$ cat src/rtl/cc_pkg.sv
package cc_pkg;

    localparam int DATA_W    = 32;
    localparam int NUM_REGS  = 28;
    localparam int IDX_W     = $clog2(NUM_REGS);
    localparam int NUM_WDOG  = 3;

    localparam int IX_SWRESET = 5;
    localparam int IX_WDCTL0  = 14;
    localparam int IX_SEC     = 26;
    localparam int IX_TICK    = 27;

    localparam int LOCK_BIT  = 31;
    localparam int LOSS_BIT  = 30;
    localparam int PDOWN_BIT = 12;

    typedef enum logic [1:0] {
        SLOT_PLAIN,
        SLOT_PLL,
        SLOT_WONLY,
        SLOT_COUNTER
    } slot_kind_e;

    typedef enum logic {
        WD_IDLE,
        WD_PULSE
    } wd_state_e;

    function automatic slot_kind_e slot_kind(input int idx);
        case (idx)
            3, 4, 21, 24:   return SLOT_PLL;
            IX_SWRESET:     return SLOT_WONLY;
            IX_SEC, IX_TICK: return SLOT_COUNTER;
            default:        return SLOT_PLAIN;
        endcase
    endfunction

    function automatic logic [DATA_W-1:0] slot_reset(input int idx);
        case (idx)
            0, 10, 12, 14, 15, 16: return 32'hFFFF_FFFF;
            1:  return 32'h004A_AAAA;
            2:  return 32'h5413_F855;
            3:  return 32'h8022_2101;
            4:  return 32'h8020_2101;
            8:  return 32'h0000_1000;
            9:  return 32'h8000_0000;
            11: return 32'hAA4F_8F9F;
            13: return 32'h0300_0000;
            17: return 32'h0000_0003;
            21: return 32'h80C0_2105;
            23: return 32'h0400_0003;
            24: return 32'h8122_8606;
            25: return 32'h0000_00C8;
            default: return '0;
        endcase
    endfunction

endpackage

$ cat src/rtl/cc_pll_slot.sv
module cc_pll_slot
    import cc_pkg::*;
#(
    parameter logic [DATA_W-1:0] RESET_VAL = '0
) (
    input  logic              clk,
    input  logic              rst_n,
    input  logic              wr_hit,
    input  logic [DATA_W-1:0] wdata,
    output logic [DATA_W-1:0] q
);

    logic [DATA_W-1:0] nxt;

    always_comb begin
        nxt = wdata;
        if (wdata[PDOWN_BIT]) begin
            nxt[LOCK_BIT] = 1'b0;
            nxt[LOSS_BIT] = 1'b1;
        end else begin
            nxt[LOCK_BIT] = 1'b1;
            nxt[LOSS_BIT] = wdata[LOSS_BIT] ? 1'b0 : q[LOSS_BIT];
        end
    end

    always_ff @(posedge clk or negedge rst_n) begin
        if (!rst_n)
            q <= RESET_VAL;
        else if (wr_hit)
            q <= nxt;
    end

    a_r4_pdown_drops_lock: assert property (@(posedge clk) disable iff (!rst_n)
        (wr_hit && wdata[PDOWN_BIT]) |=> (!q[LOCK_BIT] && q[LOSS_BIT]));

    a_r5_normal_locks: assert property (@(posedge clk) disable iff (!rst_n)
        (wr_hit && !wdata[PDOWN_BIT]) |=> q[LOCK_BIT]);

    a_r5_zero_keeps_loss: assert property (@(posedge clk) disable iff (!rst_n)
        (wr_hit && !wdata[PDOWN_BIT] && !wdata[LOSS_BIT]) |=> $stable(q[LOSS_BIT]));

endmodule

$ cat src/rtl/cc_reg_bank.sv
module cc_reg_bank
    import cc_pkg::*;
(
    input  logic                             clk,
    input  logic                             rst_n,
    input  logic                             wr_go,
    input  logic [IDX_W-1:0]                 wr_idx,
    input  logic [DATA_W-1:0]                wdata,
    output logic [NUM_REGS-1:0][DATA_W-1:0]  words
);

    for (genvar i = 0; i < NUM_REGS; i++) begin : g_slot
        localparam slot_kind_e        KIND = slot_kind(i);
        localparam logic [DATA_W-1:0] RV   = slot_reset(i);

        logic hit;
        assign hit = wr_go && (wr_idx == IDX_W'(i));

        if (KIND == SLOT_PLL) begin : g_pll
            cc_pll_slot #(.RESET_VAL(RV)) u_pll (
                .clk    (clk),
                .rst_n  (rst_n),
                .wr_hit (hit),
                .wdata  (wdata),
                .q      (words[i])
            );
        end else if (KIND == SLOT_PLAIN) begin : g_plain
            logic [DATA_W-1:0] q;
            always_ff @(posedge clk or negedge rst_n) begin
                if (!rst_n)
                    q <= RV;
                else if (hit)
                    q <= wdata;
            end
            assign words[i] = q;
        end else begin : g_empty
            logic unused_hit;
            assign unused_hit = hit;
            assign words[i]   = '0;
        end
    end

endmodule

$ cat src/rtl/cc_wdog_gate.sv
module cc_wdog_gate
    import cc_pkg::*;
(
    input  logic                clk,
    input  logic                rst_n,
    input  logic [NUM_WDOG-1:0] evt,
    input  logic [NUM_WDOG-1:0] gate,
    output logic                cpu_rst
);

    logic [NUM_WDOG-1:0] evt_q;
    logic [NUM_WDOG-1:0] rise;
    logic                fire;
    wd_state_e           state_q, state_d;

    assign rise = evt & ~evt_q;
    assign fire = |(rise & gate);

    always_comb begin
        state_d = state_q;
        unique case (state_q)
            WD_IDLE:  state_d = fire ? WD_PULSE : WD_IDLE;   // fire
            WD_PULSE: state_d = fire ? WD_PULSE : WD_IDLE;   // refire / expire
            default:  state_d = WD_IDLE;
        endcase
    end

    always_ff @(posedge clk or negedge rst_n) begin
        if (!rst_n) begin
            state_q <= WD_IDLE;
            evt_q   <= '0;
        end else begin
            state_q <= state_d;
            evt_q   <= evt;
        end
    end

    always_comb begin
        cpu_rst = (state_q == WD_PULSE);
    end

    a_r8_gated_rise_pulses: assert property (@(posedge clk) disable iff (!rst_n)
        (|(rise & gate)) |=> cpu_rst);

    a_r9_blocked_stays_low: assert property (@(posedge clk) disable iff (!rst_n)
        !(|(rise & gate)) |=> !cpu_rst);

endmodule

$ cat src/rtl/clk_ctrl_regs.sv
module clk_ctrl_regs
    import cc_pkg::*;
#(
    parameter int ADDR_W = 12
) (
    input  logic                clk,
    input  logic                rst_n,
    input  logic [ADDR_W-1:0]   addr,
    input  logic [DATA_W-1:0]   wdata,
    input  logic                wr_en,
    input  logic                rd_en,
    output logic [DATA_W-1:0]   rdata,
    input  logic [DATA_W-1:0]   sec_count_i,
    input  logic [DATA_W-1:0]   tick_count_i,
    input  logic [NUM_WDOG-1:0] wdog_evt_i,
    output logic                cpu_rst_o
);

    localparam int WIDX_W = ADDR_W - 2;

    logic [WIDX_W-1:0]                widx;
    logic [IDX_W-1:0]                 sidx;
    logic                             in_range;
    logic                             unused_lsb;
    logic [NUM_REGS-1:0][DATA_W-1:0]  words;
    logic [NUM_WDOG-1:0]              gate;
    logic [DATA_W-1:0]                rd_word;
    logic [DATA_W-1:0]                rdata_q;

    assign widx       = addr[ADDR_W-1:2];
    assign sidx       = widx[IDX_W-1:0];
    assign in_range   = widx < WIDX_W'(NUM_REGS);
    assign unused_lsb = ^addr[1:0];

    cc_reg_bank u_bank (
        .clk    (clk),
        .rst_n  (rst_n),
        .wr_go  (wr_en && in_range),
        .wr_idx (sidx),
        .wdata  (wdata),
        .words  (words)
    );

    for (genvar n = 0; n < NUM_WDOG; n++) begin : g_gate
        assign gate[n] = words[IX_WDCTL0 + n][0];
    end

    cc_wdog_gate u_wdog (
        .clk     (clk),
        .rst_n   (rst_n),
        .evt     (wdog_evt_i),
        .gate    (gate),
        .cpu_rst (cpu_rst_o)
    );

    always_comb begin
        if (!in_range)
            rd_word = '0;
        else if (sidx == IDX_W'(IX_SEC))
            rd_word = sec_count_i;
        else if (sidx == IDX_W'(IX_TICK))
            rd_word = tick_count_i;
        else
            rd_word = words[sidx];
    end

    always_ff @(posedge clk or negedge rst_n) begin
        if (!rst_n)
            rdata_q <= '0;
        else if (rd_en)
            rdata_q <= rd_word;
    end

    assign rdata = rdata_q;

    a_r2_hold_between_reads: assert property (@(posedge clk) disable iff (!rst_n)
        !rd_en |=> $stable(rdata));

    a_r3_outside_reads_zero: assert property (@(posedge clk) disable iff (!rst_n)
        (rd_en && !in_range) |=> (rdata == '0));

    a_r6_swreset_reads_zero: assert property (@(posedge clk) disable iff (!rst_n)
        (rd_en && in_range && sidx == IDX_W'(IX_SWRESET)) |=> (rdata == '0));

    a_r7_sec_from_counter: assert property (@(posedge clk) disable iff (!rst_n)
        (rd_en && in_range && sidx == IDX_W'(IX_SEC)) |=> (rdata == $past(sec_count_i)));

endmodule

$ cat config.mk
export PLATFORM = sky130hd
export DESIGN_NAME = clk_ctrl_regs
export DESIGN_NICKNAME = d
export VERILOG_FILES = /design/src/rtl/cc_pkg.sv /design/src/rtl/cc_pll_slot.sv /design/src/rtl/cc_reg_bank.sv /design/src/rtl/cc_wdog_gate.sv /design/src/rtl/clk_ctrl_regs.sv
export SDC_FILE = /design/constraint.sdc
export NUM_CORES = 1
export LEC_CHECK = 0
export ABC_AREA = 0
export ABC_CLOCK_PERIOD_IN_PS = 1580
export BUFFER_PORTS_ARGS = -buffer_cell sky130_fd_sc_hd__buf_2
export CORE_MARGIN = 3
export CORE_UTILIZATION = 40
export CTS_BUF_LIST = sky130_fd_sc_hd__clkbuf_8
export DETAILED_ROUTE_END_ITERATION = 10
export PLACE_DENSITY = 0.68
export SKIP_CTS_REPAIR_TIMING = 1
export SLEW_MARGIN = 20
export SYNTH_ARGS = -nofsm -noshare
export SYNTH_HDL_FRONTEND = slang
export SYNTH_SLANG_ARGS = --single-unit
$ cat constraint.sdc
create_clock -name clk -period 1.58 [get_ports clk]
set_input_delay 0.158 -clock clk [delete_from_list [all_inputs] [get_ports clk]]
set_output_delay 0.158 -clock clk [all_outputs]
set_load 0.02 [all_outputs]
* Word-level counts from Yosys, hierarchy flattened
Index checks and enable logic that the tools add are counted.
** Word-level totals
- Bits in registers :: 836
- Word-level logic and storage cells :: 104
- Output and inout port bits :: 33
** Cells by class
- Magnitude comparators :: 2
- Multiplexer cells :: 8
- Reduce and logical (&&, ||, !) cells :: 33
- Bitwise operators :: 3
- Equality and inequality tests :: 26
** Operators with widths (count)
- 32-bit binary-select mux with 5-bit select :: 1
- 32-bit 2-to-1 mux :: 4
- 5-bit == test (second input constant) :: 12
- 5-bit by 4-bit == test with 1-bit output (second input constant) :: 8
- 1-bit logical AND :: 26
- 5-bit by 3-bit == test with 1-bit output (second input constant) :: 3
- 5-bit by 2-bit == test with 1-bit output (second input constant) :: 2
- 10-bit by 5-bit less-than comparator with 1-bit output (second input constant) :: 1
- 2-bit AND reduction :: 4
- 3-bit bitwise AND :: 2
- 5-bit by 6-bit less-than comparator with 1-bit output (second input constant) :: 1
- 5-bit by 1-bit == test with 1-bit output (second input constant) :: 1
- 5-bit logical NOT :: 1
- 3-bit inverter :: 1
- 3-bit OR reduction :: 1
- 1-bit 2-to-1 mux :: 2
- 2-bit 2-to-1 mux :: 1
- 2-bit nonzero test :: 1

* Logic depth before layout (Yosys ltp)
- Depth in word-level cells :: 5
- Mapped depth :: 9
- Depth with buffers taken out :: 5

* By module
Synthesis repeated with hierarchy kept, for this count alone.
** Second synthesis, totals
- Cell total of the unflattened synthesis :: 2747
- Area total of the unflattened synthesis :: 40730.3 um^2
** By module, submodules not included
- cc_reg_bank :: cells each 1610, instances 1, area an instance 26248.9 um^2
- clk_ctrl_regs :: cells each 849, instances 1, area an instance 8967.4 um^2
- cc_pll_slot (u_bank.g_slot[24].g_pll.u_pll) :: cells each 70, instances 1, area an instance 1348.8 um^2
- cc_pll_slot (u_bank.g_slot[21].g_pll.u_pll) :: cells each 70, instances 1, area an instance 1346.3 um^2
- cc_pll_slot (u_bank.g_slot[3].g_pll.u_pll) :: cells each 70, instances 1, area an instance 1345.0 um^2
- cc_pll_slot (u_bank.g_slot[4].g_pll.u_pll) :: cells each 70, instances 1, area an instance 1343.8 um^2
- cc_wdog_gate :: cells each 8, instances 1, area an instance 130.1 um^2

* Least setup slack after synthesis
Ideal clock, no wire load.
- Path type :: input to register
- Start :: input port addr[2]
- End :: register rdata_q[25] (netlist: rdata[25])
- Setup time :: 126 ps
- Cell stages on the path :: 9
- Slack :: -494 ps
- Arrival :: 1948 ps
- Path through :: buf_2 buf_4 buf_2 buf_2 mux2i_1 o2bb2ai_1 a211oi_1 o211ai_1 a221o_1
** On the way
- Cells in the longest elaborated chain, start to end :: 5
** RTL lines
- start, declared :: RTL line clk_ctrl_regs.sv:8 : input logic [ADDR_W-1:0] addr,
- 32-bit binary-select mux with 5-bit select :: RTL line clk_ctrl_regs.sv:64 : rd_word = words[sidx];
- 32-bit 2-to-1 mux (not written as such) :: RTL line clk_ctrl_regs.sv:64
- 32-bit 2-to-1 mux :: RTL line clk_ctrl_regs.sv:61 : else if (sidx == IDX_W'(IX_TICK))
- 32-bit 2-to-1 mux :: RTL line clk_ctrl_regs.sv:59 : else if (sidx == IDX_W'(IX_SEC))
- 32-bit 2-to-1 mux (*) :: RTL line clk_ctrl_regs.sv:57 : if (!in_range)
- end signal, assigned :: RTL line clk_ctrl_regs.sv:71 : rdata_q <= rd_word;
- end, declared :: RTL line clk_ctrl_regs.sv:28 : logic [DATA_W-1:0] rdata_q;
Every way passes the cells marked *; elsewhere a longest branch is shown, timed or not. The select of a mux whose other input is x is not followed.
A chain may end at the register's enable or synchronous reset.

* Worst setup path in the final report
- Start :: register u_bank.g_slot[9].g_plain.q[5]
- End :: register rdata_q[5] (netlist: rdata[5])
** On the way
- Cells in the longest elaborated chain, start to end :: 5
** RTL lines
- start, declared :: RTL line cc_reg_bank.sv:28 : logic [DATA_W-1:0] q;
- start signal, assigned :: RTL line cc_reg_bank.sv:33 : q <= wdata;
- 32-bit binary-select mux with 5-bit select :: RTL line clk_ctrl_regs.sv:64
- 32-bit 2-to-1 mux (not written as such) :: RTL line clk_ctrl_regs.sv:64
- 32-bit 2-to-1 mux :: RTL line clk_ctrl_regs.sv:61
- 32-bit 2-to-1 mux :: RTL line clk_ctrl_regs.sv:59
- 32-bit 2-to-1 mux :: RTL line clk_ctrl_regs.sv:57
Every way passes these cells. The select of a mux whose other input is x is not followed.

==> summary.md <==
| Metric | Value |
|---|---|
| Die Y | 316 um |
| Crit-path slowest cell | mux4_2 |
| Hold Crit Depth | 2 |
| Finished Layout Cells | 4612 |
| CP required | 2.30 ns |
| Cell area after synthesis | 38500 um2 |
| Reg area | 21300 um2 |
| CTS clock-pin slew for the worst setup and hold paths | 0.06 ns |
| Worst Hold Class | in2reg |
| Number of placed I/O pins | 148 |
| PD cells | 928 nW/um2 |
| Max-cap violations | 0 |
| Die Wd | 316 um |
| Post-Syn Instances | 2755 |
| R2R cell count | 4 |
| Area Overhead vs Synth | 25.9% |
| Commonest non-fill, non-tap cell in the layout | mux2_2 |
| CTS Buf Count | 141 |
| Top cell type's share of synthesized area | 36.3% |
| Grt ovf | 0 |
| Vias in the first global route | 26500 |
| Clock root buffer | clkbuf_8 |
| Full die area | 100000 um2 |
| Placed Area | 43900 um2 |
| Crit path DAT | 2.45 ns |
| Initial antenna violation count | 5 |
| Slew Limit Headroom | 66.4% |
| Site row count | 113 |
| Hold Path Sink | u_wdog.evt_q[2]$_DFF_PN0_ |
| CTS tree | done |
| Final Power | 45.0 mW |
| Status | finished with violations |
| Synth area leader | dfrtp_1 |
| GR Layer Usage met2 | 36.1% |
| Failing checks | negative setup slack |
| Total GRT Usage | 23.8% |
| Met3 Usage GRT | 5.34% |
| Register area share after synthesis | 55.2% |
| Critical path class | reg2reg |
| Worst Path Buf+Inv | 0 |
| Most frequent cells in the layout | mux2_2 (692), dfrtp_1 (553), dfstp_2 (277) |
| FF-to-FF Start | u_bank.g_slot[9].g_plain.q[5]$_DFFE_PN0P_ |
| Detail Placement HPWL | 78.4 mm |
| Layout cells sized above 1 | 57.4% |
| Fmax | 576 MHz |
| Setup WS post-layout | -0.157 ns |
| Post-route DRC | 0 |
| Fin. max-slew vios | 0 |
| RSZ-0062 raised after global routing | yes |
| Fill count | 8001 |
| Routed via count | 26300 |
| Tcrit/Tclk final | 110% |
| Ys Warns | 0 |
| Synth top area cells | dfrtp_1 (36%), mux2_2 (23%), dfstp_2 (19%), mux2i_1 (5.8%), mux4_2 (3.7%) |
| Met1 Use GR | 33.6% |
| Routed length per instance | 26.1 um |
| EDFF count, synth | 0 |
| Crit Reg-Reg Endpoint | rdata[5]$_DFFE_PN0P_ |
| Leakage | 22.8 nW |
| Setup violations, final | 16 |
| Post-synth cell types | 56 |
| Post-placement cell count | 4228 |
| R2R Setup Slk | -0.16 ns |
| FFs w/ async S/R, synth | 100% |
| # port buffers | 145 |
| Starting DRT DRC Count | 2205 |
| Hold Crit Start | wdog_evt_i[2] |
| Mean Syn Cell Area | 14.0 um2 |
| Area of the core | 95200 um2 |
| Gr busiest metal | met2 |
| Fin. Hold Viols | 0 |
| First drt pass iteration count | 5 |
| Worst setup SP type | register |
| Worst-path fanout max | 2 |
| Worst Clk Skew | 0.0479 ns |
| Fin nets | 3338 |
| Clk_lat worst skew | 0.83 ns |
| Multi-input logic area | 16900 um2 |
| CP peak stage delay | 0.47 ns |
| Worst-Margin Slew | 0.503 ns |
| Maximum buffer depth of the clock tree | 3 |
| Final Routed Wirelength | 120 mm |
| Delay-heaviest family, CP | compound AO/OA/AOI/OAI gates |
| Tmin final | 1.74 ns |
| Routability Congestion | 0.866 |
| Clk sinks | 836 |
| Antenna-violating nets left | 0 |
| DR vias/cell | 5.71 |
| Worst-path cell chain | mux4_2, a211oi_2, o211ai_1, a221o_1 |
| Finished Cell Area | 48500 um2 |
| Mapped Nets | 2870 |
| First-pass GRT wire length | 176 mm |
| Number of synthesized register bits | 836 |
| Peak VDD IR | 865 uV |
| Starting Density | 40.5% |
| Largest net degree at the start of global routing | 83 |
| Crit path capture type | register |
| H-tree Lvls | 4 |
| Synth Flop Type | dfrtp_1 |
==> metrics by stage <==
step           utilization, %  hold slack, ns  setup TNS, ns  worst slack [ns]
6_report                 50.9          0.0177         -0.797            -0.157
5_1_grt                  50.9         0.00373          -2.12            -0.180
4_1_cts                  49.2          -0.862          -4.41            -0.277
3_5_place_dp             46.1          0.0506        -370.07            -0.680
3_3_place_gp             46.1          0.0502        -367.71            -0.635
2_1_floorplan               -          -0.138        -112.79            -0.314
==> layer usage <==
layer  wire length (um)  share of wire, %
met1              53500                45
met2              54500                45
met3               8520               7.1
met4               3560               3.0
met5                 13             0.011
==> where the power goes <==
part | internal, mW | leakage, nW | switching [mW] | total (mW)
sequential | 21.8 | 10.6 | 0.152 | 22.0
clock | 10.4 | 1.73 | 9.19 | 19.6
combinational | 1.40 | 10.5 | 1.96 | 3.36
==> logic make-up after synthesis <==
kind of cell / after synthesis / synth area share [%]
AO/OA/AOI/OAI: 377 / 6.52
AND/OR/NAND/NOR: 196 / 2.63
flip-flops: 836 / 55.2
buffers and inverters: 271 / 3.03
multiplexers: 1075 / 32.6
==> layout make-up <==
type,instances,area share (%)
clock inverters,88,1.03
diodes,4,0.0206
multi-input cells,1648,34.9
repair buffers,586,11.9
flip-flops and latches,836,43.9
clock buffers,175,4.97
well taps,1265,3.27
inverters,10,0.0774
==> state kept, by name, indices dropped and copies added (netlist names) <==
register                     count
rdata                           32
u_bank.g_slot.g_plain.q        672
u_bank.g_slot.g_pll.u_pll.q    128
u_wdog.cpu_rst                   1
u_wdog.evt_q                     3
==> cells in the mapped netlist (all sizes together), types with 23 or more instances <==
master,instances
o22ai,67
a221oi,30
a22oi,23
mux2i,222
dfstp,277
mux4,64
buf,117
dfrtp,559
mux2,789
o21ai,104
nor2,56
a21oi,53
nand2,53
clkbuf,144
nand3,32
==> how the worst max path moves through the flow <==
stage	startpoint	end	slack (ns)	cells after the start
2_1_floorplan	addr[10]	u_bank.g_slot[7].g_plain.q[23]$_DFFE_PN0P_	-0.31	7
3_3_place_gp	addr[10]	rdata[31]$_DFFE_PN0P_	-0.63	9
3_5_place_dp	addr[10]	rdata[23]$_DFFE_PN0P_	-0.68	9
4_1_cts	u_bank.g_slot[8].g_plain.q[2]$_DFFE_PN0P_	rdata[2]$_DFFE_PN0P_	-0.28	4
5_1_grt	u_bank.g_slot[8].g_plain.q[2]$_DFFE_PN0P_	rdata[2]$_DFFE_PN0P_	-0.18	4
6_report	u_bank.g_slot[9].g_plain.q[5]$_DFFE_PN0P_	rdata[5]$_DFFE_PN0P_	-0.16	4
Note: power is estimated with default switching activity, not from simulation.
